<file path="src/rtl/tick_watchdog.sv">
module tick_watchdog #(
  parameter int          ADDR_W   = 16,
  parameter int          DATA_W   = 8,
  parameter logic [15:0] SVC_ADDR = 16'h1FF0,
  parameter int          SVC_BIT  = 0,
  parameter int          DIV_BITS = 3
) (
  input  logic              clk,
  input  logic              rst,
  input  logic              rti_tick,
  input  logic [ADDR_W-1:0] bus_addr,
  input  logic [DATA_W-1:0] bus_wdata,
  input  logic              bus_we,
  output logic              cop_rst_req
);
  localparam logic [DIV_BITS-1:0] LAST = {DIV_BITS{1'b1}};

  logic [DIV_BITS-1:0] div_q;
  logic                service;
  logic                wrap;
  logic                unused_wdata;

  assign service      = bus_we && (bus_addr == ADDR_W'(SVC_ADDR)) && !bus_wdata[SVC_BIT];
  assign wrap         = rti_tick && (div_q == LAST);
  assign unused_wdata = ^bus_wdata;

  always_ff @(posedge clk) begin
    if (rst || service) div_q <= '0;
    else if (rti_tick)  div_q <= div_q + 1'b1;
  end

  always_ff @(posedge clk) begin
    if (rst) cop_rst_req <= 1'b0;
    else     cop_rst_req <= wrap && !service;
  end
endmodule

</file>
<file path="config.mk">
export PLATFORM = sky130hd
export DESIGN_NAME = tick_watchdog
export DESIGN_NICKNAME = d
export VERILOG_FILES = /design/src/rtl/tick_watchdog.sv
export SDC_FILE = /design/constraint.sdc
export NUM_CORES = 1
export LEC_CHECK = 0
export ABC_AREA = 1
export BUFFER_PORTS_ARGS = -buffer_cell sky130_fd_sc_hd__buf_2
export CAP_MARGIN = 10
export CORE_AREA = 2 2 39 41
export CTS_CLUSTER_DIAMETER = 100
export DETAILED_ROUTE_END_ITERATION = 6
export DIE_AREA = 0 0 41 43
export PLACE_DENSITY_LB_ADDON = 0.2
export RECOVER_POWER = 25
export SLEW_MARGIN = 30
export SYNTH_ARGS = -nofsm -noshare
export SYNTH_HDL_FRONTEND = slang
export SYNTH_SLANG_ARGS = --single-unit
</file>
<file path="constraint.sdc">
create_clock -name clk -period 1.1 [get_ports clk]
set_input_delay 0.11 -clock clk [delete_from_list [all_inputs] [get_ports clk]]
set_output_delay 0.11 -clock clk [all_outputs]
set_load 0.02 [all_outputs]
</file>
-- Word-level counts from Yosys, hierarchy flattened
Index checks and enable logic that the tools add are counted.
- input port bits: 28
- output and inout port bits: 1
- logic and storage cells: 12
- flip-flop bits (word level): 4
- eq/ne operators: 2
- add/subtract/negate cells: 1
- reduce and logical (&&, ||, !) cells: 7
- operators by type and width (kind ; number):
    $eq A16 B13 Y1 const B ; 1
    $logic_and A1 B1 Y1 ; 4
    $add A3 B1 Y3 const B ; 1
    $eq A3 B3 Y1 const B ; 1
    $logic_not A1 Y1 ; 2
    $logic_or A1 B1 Y1 ; 1

-- Depth between registers and ports, before layout
Gate-level depths: netlist of the first run.
- depth in word-level cells: 5
- mapped depth: 7
- mapped depth without buffers: 7

-- Worst setup path before layout of the first run
No wires, ideal clock.
- kind: register to register
- start: reg div_q[0]
- end: reg div_q[2]
- cell stages (with the launch flop): 5
- path buffers: 0
- path slack: 69 ps
- required time: 984 ps
- clock period less this slack: 1031 ps
- arrival time: 915 ps
- setup time: 116 ps
- cell sequence: dfxtp_1 ha_1 ha_1 mux2i_1 nor2_1
- cells in the longest elaborated chain, start to end: 1
- RTL lines (what ; RTL line ; source):
    start, declared ; 18 ; logic [DIV_BITS-1:0] div_q;
    start signal, assigned ; 29 ; else if (rti_tick) div_q <= div_q + 1'b1;
    $add A3 B1 Y3 ; 29 ;
Every way passes these cells.
A chain may end at the register's enable or synchronous reset.

-- Worst setup path after layout of the first run
Ends and elaborated chain as after synthesis.

==> results of run 1 <==
[synth_stat cells]
| cell type | count |
|---|---|
| sky130_fd_sc_hd__nand2_1 | 3 |
| sky130_fd_sc_hd__mux2i_1 | 2 |
| sky130_fd_sc_hd__dfxtp_1 | 4 |
| sky130_fd_sc_hd__nor2_1 | 9 |
| sky130_fd_sc_hd__inv_1 | 4 |
| sky130_fd_sc_hd__nand4_1 | 2 |
| sky130_fd_sc_hd__ha_1 | 2 |
| sky130_fd_sc_hd__xnor2_1 | 1 |
| sky130_fd_sc_hd__nand2_2 | 1 |
| sky130_fd_sc_hd__nand3_1 | 2 |
[sequential cells by signal (all words and copies together) (netlist names)]
| name | flops |
|---|---|
| div_q | 3 |
| cop_rst_req | 1 |
[cells by family after synthesis]
group	count (synthesis)	synth area share, %
muxes	2	8.99
buffers and inverters	4	6.74
DFF	4	36.0
adders and majority gates	2	11.2
and+or+nand+nor	17	33.1
xor gates and xnor gates	1	3.93
[cells in the final DEF, fill, tap and decap left out]
master	Yosys	layout
sky130_fd_sc_hd__buf_2	0	21
sky130_fd_sc_hd__nor2_1	9	9
sky130_fd_sc_hd__inv_1	4	4
sky130_fd_sc_hd__nand2_1	3	3
sky130_fd_sc_hd__clkbuf_4	0	3
sky130_fd_sc_hd__dfxtp_1	4	3
sky130_fd_sc_hd__mux2i_1	2	2
sky130_fd_sc_hd__nand4_1	2	2
sky130_fd_sc_hd__nand3_1	2	2
sky130_fd_sc_hd__nand2_2	1	1
sky130_fd_sc_hd__xnor2_1	1	1
sky130_fd_sc_hd__ha_1	2	1
sky130_fd_sc_hd__ha_2	0	1
sky130_fd_sc_hd__dfxtp_2	0	1
[worst max-delay path by stage]
stage / start / endpoint / slack [ns] / cells after the start
3_3_place_gp: div_q[0] / div_q[2] / 0.03 / 4
5_1_grt: div_q[0] / div_q[2] / 0.002 / 4
6_report: div_q[0] / div_q[2] / 0.07 / 4
2_1_floorplan: div_q[0] / div_q[2] / 0.07 / 4
3_5_place_dp: div_q[0] / div_q[2] / 0.04 / 4
4_1_cts: div_q[0] / div_q[2] / 0.04 / 4
[power by group]
group | internal, mW | leakage [nW] | switching [mW]
Combinational | 0.0413 | 0.161 | 0.0246
Clock | 0.122 | 0.0138 | 0.0532
Sequential | 0.155 | 0.0329 | 0.00458
[tightest hold or removal path: cells and delay by family]
kind                   cells  cell delay, ns
AND/OR/NAND/NOR            2            0.13
buffers and inverters      2            0.10
[layer usage]
layer / global-route usage [%] / part of all wire (%)
met1: 7.69 / 38
met5: 0 / 0
met4: 8.00 / 0
met2: 10.0 / 43
met3: 3.14 / 19
[cell type report]
cell class / instances / area, sq um
inverters: 4 / 15.0
clock buffers: 3 / 22.5
repair buffers: 21 / 105
fillers: 150 / 1010
well taps: 16 / 20.0
multi-input cells: 22 / 130
flip-flops and latches: 4 / 81.3
==> run summary, run 1 <==
The largest net degree at the start of global routing came out at 5. The clock drives 4 sinks. The share of cells above drive strength 1 came out at 50.0%. Of all nets on the critical path, the largest fanout is 2. The share of synthesized area occupied by flip-flops and latches is 36.0%.

The number of nets in the final layout is 86. The mapped cell area is 223 sq um. The synthesized design spends more area on one cell type than any other, namely sky130_fd_sc_hd__dfxtp_1. The required time at the endpoint of the critical path came out at 1.22 ns. By area the synthesized netlist is led by sky130_fd_sc_hd__dfxtp_1, sky130_fd_sc_hd__nor2_1, sky130_fd_sc_hd__ha_1. The worst setup slack before clock tree synthesis came out at 0.0380 ns. For hold timing, the worst endpoint is div_q[0].

The final core utilization is 27.0%. The total inserted antenna cells is 0. Derived from the worst setup path, the maximum achievable clock frequency is 0.966 GHz. The share of Yosys cell area claimed by the top area cell type came out at 36.0%.

The worst voltage drop across the vdd grid is 300 uV. The width of the die is 41 microns. Using the TritonRoute via totals, the vias-per-cell ratio works out to 3.74.

The global-route wire length before repair came out at 834 microns. The worst pin sits at a relative slew slack of 91.9%. The peak per-stage delay on the critical path is 0.31 ns.

The max-cap violation count came out at 0. The aggregate global-route resource usage is 7.42%. The run finished with clean final reports. The number of nets produced by synthesis came out at 60. Counting instances, the worst hold path has a depth of 4. The first TritonRoute pass finished after 2 iterations.

The number of failing hold endpoints at the final stage is 0. The cell count of the worst reg-to-reg path came out at 4. Setup repair after global routing left no endpoint under its margin. The number of buffer and inverter stages on the critical path came out at 0. By startpoint and endpoint, the worst setup path is classified as flop to flop. The effective utilization at floorplan is 16.1%. The clock input transition at the sequential cells of the worst setup and hold paths came out at 0.04 ns. The critical path arrival came out at 1.15 ns.

The setup check on the worst reg-to-reg path leaves a slack of 0.07 ns. The netlist uses 10 different library cells. After clock tree synthesis, the repair step resized 0 gates. The total length of routed wires came out at 462 microns. Leaving out filler cells and counting taps, the final layout contains 70. The via count came out at 262.

STA classifies the critical path endpoint as a flop. The final critical delay including setup and external delays came out at 1.03 ns. In this run the critical register-to-register path is captured at div_q[2]. The clock latency on the worst-skew pair is 0.23 ns. In this run, post-CTS hold repair placed 0 buffers. Setup violations remaining at the end of the flow were counted as 0. The smallest hold slack is 0.161 ns. The measured slew at the worst slew-check pin came out at 0.119 ns. The number of setup buffers added after CTS is 0. The layout overhead on the synthesized area is 68.0%. The post-synthesis instance total is 30. The final-report max-slew violation count came out at 0.

The number of antenna violations at the first check in global routing is 0. The overall die area is 1760 sq um. Summed over all cells, the static leakage comes to 0.208 nW. The tree is rooted in a sky130_fd_sc_hd__clkbuf_4.

The post-detailed-route count of antenna-violating nets is 0. The power density normalized to cell area came out at 1070 nW/um^2. Once routing completed, OpenROAD measured the worst setup slack at 0.0650 ns. For the final database, setup skew stands at 0.00132 ns. The number of placement rows is 14. The final sum of negative setup slack came out at 0 ns. The number of global-route vias before repair came to 244. Each instance of the synthesized netlist takes up on average 7.42 sq um. The cell with the largest stage delay on the worst path is sky130_fd_sc_hd__dfxtp_2. The launch point of the worst reg-to-reg path is div_q[0].

The congestion estimate from routability-driven global placement came to 0.602. The number of buffers on the longest clock path is 2. Walking the worst path, the cells encountered are ha_2, ha_1, mux2i_1, nor2_1. The startpoint identified for the worst hold timing path is rst.

The core footprint is 1380 sq um. Broken down by cell family, the worst path's largest delay share belongs to adder cells. The DRC violation total after the first TritonRoute iteration is 2. The number of clock buffers added by TritonCTS is 3. The placed instance area is 348 sq um. The worst hold path belongs to the class input pin to flop. The residual overflow from global routing is 0. Once layout is done, the placed cells without fillers occupy 374 sq um. TritonCTS built the clock tree. The worst setup path is launched from a flop.

Summed over all nets, the half-perimeter wirelength after detailed placement is 417 microns. The number of input and output port buffers inserted is 21. The part of the cycle the worst path needs is 94.1%. After detailed placement, the design holds a cell count of 67. The top-level I/O count is 29. CTS built an H-tree with a depth of 1.

The total power is 0.400 mW. The count of unresolved DRC violations after routing came out at 0. The register bit count reported by yosys came out at 4. During synthesis, Yosys emitted a total of 0 warnings. The y dimension of the die came out at 43 microns. The average wire per standard cell came out at 6.60 microns.
Note: power is estimated with default switching activity, not from simulation.
==> run 2, diff against run 1 <==
--- a/config.mk
+++ b/config.mk
@@ -7,12 +7,12 @@
 export LEC_CHECK = 0
 export ABC_AREA = 1
 export BUFFER_PORTS_ARGS = -buffer_cell sky130_fd_sc_hd__buf_2
-export CAP_MARGIN = 10
+export CAP_MARGIN = 20
 export CORE_AREA = 2 2 39 41
 export CTS_CLUSTER_DIAMETER = 100
 export DETAILED_ROUTE_END_ITERATION = 6
 export DIE_AREA = 0 0 41 43
-export PLACE_DENSITY_LB_ADDON = 0.2
+export PLACE_DENSITY = 0.58
 export RECOVER_POWER = 25
 export SLEW_MARGIN = 30
 export SYNTH_ARGS = -nofsm -noshare
==> run 2 against run 1 <==
  * Flip-flop and latch count unchanged
  * Maximum frequency down 0.72%
  * Combinational power up 9.9%
  * Non-clock buffer count grew 1
  * Register-to-register slack about the same
  * First-iteration DRC count fell by 50%
  * Via count increased by 7.3%
  * Count of clock-buffer cells in the layout unchanged
  * Hold slack got worse by 0.014 ns
  * Critical path type unchanged
  * Highest routed layer unchanged
==> run summary, run 2 (same netlist as run 1, synthesis figures left out) <==
The run finished with clean final reports. On the critical path, the stage with the largest delay is an instance of sky130_fd_sc_hd__dfxtp_2. The largest registers in the layout are div_q: 3 flops, cop_rst_req: 1 flops. The number of buffers on the longest clock path came out at 2. The tree is rooted in a sky130_fd_sc_hd__clkbuf_4. TritonCTS built the clock tree. The count of placed standard cells in the final layout, fillers left out came out at 71. The final-report max-slew violation count is 0.

The number of global-route vias before repair came out at 302. The share of cells above drive strength 1 is 50.9%. The detailed-routing iteration count for the pre-antenna-repair pass came out at 2. The worst setup path is launched from a flop. For this block, the initial DRC count from the detailed router was 1. The required time at the endpoint of the critical path came out at 1.22 ns. The worst setup slack before clock tree synthesis came out at 0.0265 ns. The peak per-stage delay on the critical path is 0.32 ns. The placer congestion estimate came out at 0.604. The aggregate global-route resource usage came out at 7.30%. The number of flip-flops under the largest register name came out at 3. At the end of the flow, the number of nets in the layout was 87. The per-cell via count in the routed design is 3.96. The highest achievable clock rate is 0.959 GHz.

The hold buffer count at CTS is 0. After global routing the overflow that remains totals 0. After detailed routing, the number of remaining DRC violations is 0. The worst voltage drop across the vdd grid came out at 444 uV. The largest net degree at the start of global routing came out at 5. The floorplan step set the die height to 43 microns. The met2 usage is 13.4%. The width of the die is 41 microns. 0 antenna diodes ended up in the layout. The smallest hold slack is 0.148 ns.

CTS saw 4 sinks. After routing the design area is 382 sq um. The critical path endpoint category is a flop.

The detail route stage leaves a number of antenna-violating nets equal to 0. The number of endpoints failing setup at the final stage came out at 0. The leakage power summed over all cells came out at 0.214 nW. The clock input transition at the sequential cells of the worst setup and hold paths is 0.04 ns. The placed instance area is 348 sq um.

The clock latency on the worst-skew pair came out at 0.23 ns. After detailed placement, the design holds a cell count of 67. The leading cell type in the layout, fill and taps excluded is sky130_fd_sc_hd__buf_2. The number of buffer and inverter stages on the critical path came out at 0. Setup repair after global routing left no endpoint under its margin. The number of clock buffers added by TritonCTS is 3. CTS built an H-tree with a depth of 1. The number of placement rows came out at 14. The top cell types in the final layout, fill and taps aside, are sky130_fd_sc_hd__buf_2, sky130_fd_sc_hd__nor2_1, sky130_fd_sc_hd__inv_1. For this run, the share of the core covered by cells in the final layout is 27.6%. In the global route stage, met3 resource usage came out at 4.71%. The fraction of met1 tracks used by global routing is 4.13%. The cell family contributing the most delay on the critical path is adder cells. Detailed placement finished with a half-perimeter wire length of 413 microns. During placement, the flow inserted port buffers numbering 21. The global-route wire length before repair is 883 microns. The average wire per standard cell came out at 6.85 microns. Traced cell by cell, the critical path runs through ha_2, ha_1, mux2i_1, nor2_1. The path type of the worst setup path is flop to flop. The total power is 0.413 mW. The relative slew slack came out at 91.4%. After floorplanning, the core was sized to cover 1380 sq um. The number of failing hold endpoints at the final stage is 0.

The final sum of negative setup slack came out at 0 ns. The max-cap violation count is 0. The largest fanout on the critical path came out at 2. The critical path arrival came out at 1.17 ns.

The layer flagged by global routing as most heavily used is met2. The layout overhead on the synthesized area is 71.3%. In the finished design, the share of the clock period the worst path needs comes to 94.8%. The final critical delay including setup and external delays came out at 1.04 ns.

The worst clock skew came out at 0.00269 ns. The measured slew at the worst slew-check pin is 0.125 ns. The final worst slack came out at 0.0575 ns. The overall die area came out at 1760 sq um. The final route contains 281 vias. The type of the most critical hold path is input pin to flop.

The power density normalized to cell area came out at 1080 nW/um^2. The top-level I/O count came out at 29. More flip-flops sit in one register than any other, and that register is div_q. The effective utilization at floorplan came out at 16.1%. The number of antenna violations at the first check in global routing was 0.

The total length of routed wires came out at 486 microns.
-- run 2: cell types whose count changed in the layout (fill, tap and decap cells not counted) --
cell	before	now
sky130_fd_sc_hd__buf_4	0	1
-- run 2: routing by layer --
layer | vias to the layer above | part of all wire, %
met5 | - | 0
met4 | 0 | 0
met3 | 0 | 14
met2 | 15 | 50
met1 | 120 | 36
li1 | 146 | -
-- run 2: worst paths after layout --
kind         startpoint          end  slack, ns  cells past startpoint
max reg2reg    div_q[0]     div_q[2]       0.06                      4
min            rti_tick  cop_rst_req       0.15                      3
max            div_q[0]     div_q[2]       0.06                      4
min reg2reg    div_q[2]     div_q[2]       0.49                      2
-- run 2: what timing repair did --
item	CTS	global route
setup buffers	0	1
gates resized for setup	0	2
setup endpoints to repair	0	1
-- run 2: power breakdown --
| group | switching (mW) | internal, mW | leakage, nW |
|---|---|---|---|
| combinational | 0.0265 | 0.0460 | 0.167 |
| sequential | 0.00464 | 0.155 | 0.0329 |
| clock | 0.0590 | 0.122 | 0.0138 |
-- run 2: worst register-to-register path, stage by stage, from the launching register on --
cell and delay, ns:
sky130_fd_sc_hd__dfxtp_2 0.32, sky130_fd_sc_hd__ha_2 0.17, sky130_fd_sc_hd__ha_1 0.26, sky130_fd_sc_hd__mux2i_1 0.13, sky130_fd_sc_hd__nor2_1 0.05
-- run 2: area by class of cell --
class                           count  area, sq um
Clock buffer                        3         22.5
Fill cell                         154         1000
Inverter                            4         15.0
Multi-Input combinational cell     22          130
Sequential cell                     4         81.3
Tap cell                           16         20.0
Timing Repair Buffer               22          113
==> run 3, diff against run 2 <==
--- a/config.mk
+++ b/config.mk
@@ -6,13 +6,13 @@
 export NUM_CORES = 1
 export LEC_CHECK = 0
 export ABC_AREA = 1
-export BUFFER_PORTS_ARGS = -buffer_cell sky130_fd_sc_hd__buf_2
+export BUFFER_PORTS_ARGS = -buffer_cell sky130_fd_sc_hd__buf_4
 export CAP_MARGIN = 20
 export CORE_AREA = 2 2 39 41
 export CTS_CLUSTER_DIAMETER = 100
 export DETAILED_ROUTE_END_ITERATION = 6
 export DIE_AREA = 0 0 41 43
-export PLACE_DENSITY = 0.58
+export PLACE_DENSITY = 0.47
 export RECOVER_POWER = 25
 export SLEW_MARGIN = 30
 export SYNTH_ARGS = -nofsm -noshare
==> run 3 against run 2 <==
  * Power up 4.6%
  * Non-clock buffer count down 1
  * Die area unchanged
  * Count of clock-buffer cells in the layout unchanged
  * Clock skew up 0.0015 ns
  * Sequential power about the same
  * Critical endpoint unchanged
  * Critical path depth unchanged
  * First-iteration DRC count up 100%
  * Final area up 11%
  * Hold slack worse by 0.011 ns
  * Sequential share of layout area down 2.5 points
  * Largest power group unchanged
  * Global-route usage up 0.92 points
==> run summary, run 3 (same netlist as run 1, synthesis figures left out) <==
The run finished with clean final reports. In the final layout, the registers with the most flip-flops are div_q: 3 flops, cop_rst_req: 1 flops. The max-cap violation count is 0.

After detailed routing, the number of vias per cell comes to 3.86. The relative slew slack came out at 91.6%. For this run, the share of the core covered by cells in the final layout is 30.7%. The total stage count of the critical path came out at 4. The top-level I/O count came out at 29. The number of buffers created by CTS came out at 3.

Data on the critical path is required at its endpoint by 1.23 ns. The library cells used most frequently in the layout, excluding fill and tap cells, are sky130_fd_sc_hd__buf_4, sky130_fd_sc_hd__nor2_1, sky130_fd_sc_hd__inv_1, sky130_fd_sc_hd__dfxtp_1. After clock tree synthesis, the clock-pin slew on the worst setup and hold paths is 0.04 ns. The DRC violation total after the first TritonRoute iteration came out at 2. The register with the most flip-flops in the layout has 3 of them.

Clock latency on the worst-skew pair, taken at its later pin, is 0.24 ns. Buffers placed on the I/O ports in this run total 21. The average wire per standard cell came out at 7.94 microns. The combinational share of power came out at 19.8%. The count of cells along the worst hold path is 3.

The y dimension of the die came out at 43 microns. STA classifies the critical path endpoint as a flop. Cell internal power was estimated by the tool at 0.337 mW. The maximum level of the CTS H-tree came out at 1.

The largest fanout on the critical path is 2. Data on the critical path arrives at its endpoint at 1.19 ns. The layout overhead on the synthesized area is 91.0%. The number of gates resized after cts came out at 0.

The post-detailed-route count of antenna-violating nets is 0. The type of the most critical hold path is input pin to flop. Cells with a size suffix above 1 make up 48.1% of the layout.

The root buffer selected by CTS is sky130_fd_sc_hd__clkbuf_4. The critical path goes through ha_2, ha_1, mux2i_1, nor2_1. The peak per-stage delay on the critical path came out at 0.32 ns. The smallest hold slack is 0.137 ns. For this run, the post-layout net count is 86. The residual overflow from global routing came out at 0.

In the global route stage, overall resource usage came out at 8.22%. The measured slew at the worst slew-check pin came out at 0.123 ns. Among all stages on the critical path, the largest delay is contributed by sky130_fd_sc_hd__dfxtp_1.

The number of setup buffers added after CTS came out at 0. div_q holds more flip-flops than any other register. The number of antenna violations at the first check in global routing is 0. The total length of routed wires came out at 556 microns.

The width of the die is 41 microns. Entering global routing, the biggest net connects 5 pins. Net switching is 21.9% of the power. The placer congestion estimate is 0.650.

The first global-routing pass estimated 876 microns of wire. STA classifies the critical path startpoint as a flop. The worst voltage drop across the vdd grid is 421 uV. The clock tree from TritonCTS is done.

The core footprint came out at 1380 sq um. The final critical delay including setup and external delays came out at 1.06 ns. The total inserted antenna cells is 0. The final-report max-slew violation count is 0. The hold buffer count at CTS is 0. The number of buffers on the longest clock path is 2. The number of global-route vias before repair came out at 241. The sequential group share of total power is 36.9%. The HPWL reported at the end of detailed placement came out at 476 microns. The path type of the worst setup path is flop to flop. Summed over all cells, the static leakage comes to 0.225 nW. The part of the cycle the worst path needs came out at 96.7%. Routed signal wires occupy layers up through met3. The via count came out at 270. The final worst slack is 0.0365 ns. The number of endpoints failing setup at the final stage is 0. The overall die area came out at 1760 sq um.

The switching power total is 0.0944 mW. The worst clock skew is 0.00418 ns. The first detailed-routing pass took 2 iterations. The final non-filler cell area came out at 425 sq um.

The number of filler cells placed in the layout is 159. The cell total after placement is 67. The library cell used most frequently in the layout, excluding fill and tap cells, is sky130_fd_sc_hd__buf_4. The effective utilization at floorplan is 16.1%. The count of unresolved DRC violations after routing came out at 0. The number of buffer and inverter stages on the critical path came out at 0. After detailed routing, the wire length on met1 is 178 microns. The count of placed standard cells in the final layout, fillers left out came out at 70. The highest achievable clock rate came out at 0.940 GHz.

Summing all multi-input logic gate instances after layout gives 130 sq um. The placed instance area came out at 400 sq um. The clock network power share came out at 43.4%. The number of failing hold endpoints at the final stage is 0. The met2 wire length is 292 microns. The worst setup slack before clock tree synthesis is 0.0282 ns.

The sequential cell area came out at 80.1 sq um. In the detailed route, the total length drawn on met3 is 86 microns. The power density normalized to cell area is 1010 nW/um^2. The number of placement rows came out at 14. The cell count of the worst reg-to-reg path is 4. The cell family with the largest share of critical-path delay is adder cells. The clock net sink count came out at 4.
==> run 3: changes by cell type in the layout (fill, tap and decap cells not counted), sizes merged <==
cell / before / now
buf: 22 / 21
==> run 3: final cells by class <==
cell class | instances | area share [%]
Timing Repair Buffer | 21 | 37.1
Multi-Input combinational cell | 22 | 30.6
Tap cell | 16 | 4.71
Inverter | 4 | 3.53
Clock buffer | 3 | 5.29
Sequential cell | 4 | 18.8
==> run 3: metrics by stage <==
| stage | total power [mW] | setup TNS (ns) |
|---|---|---|
| after global placement | 0.245 | 0 |
| after floorplan | 0.187 | 0 |
| after detailed placement | 0.247 | 0 |
| final | 0.432 | 0 |
| after global routing | 0.457 | -0.000780 |
| after CTS | 0.441 | 0 |
==> run 3: metal layers <==
layer	global-route usage [%]	vias to the layer above
met5	0	-
met4	2.00	0
met3	9.42	0
met2	12.8	16
met1	6.39	110
li1	-	144
==> run 3: worst paths after layout <==
path                            startpoint          end  slack, ns
worst max-delay path              div_q[0]     div_q[2]       0.04
worst min-delay path              rti_tick  cop_rst_req       0.14
worst min register to register    div_q[2]     div_q[2]       0.51
worst max register to register    div_q[0]     div_q[2]       0.04
==> run 3: power groups by stage <==
stage	Sequential (mW)	Clock [mW]	Combinational [mW]
after CTS	0.159	0.196	0.0864
after floorplan	0.160	0	0.0273
after detailed placement	0.161	0	0.0864
after global placement	0.161	0	0.0845
after global routing	0.160	0.202	0.0951
final	0.159	0.187	0.0853
==> run 3: tightest hold or removal path: cells and delay by family <==
family | cells | cell delay (ns)
buf+inv | 1 | 0.13
simple gates | 2 | 0.09
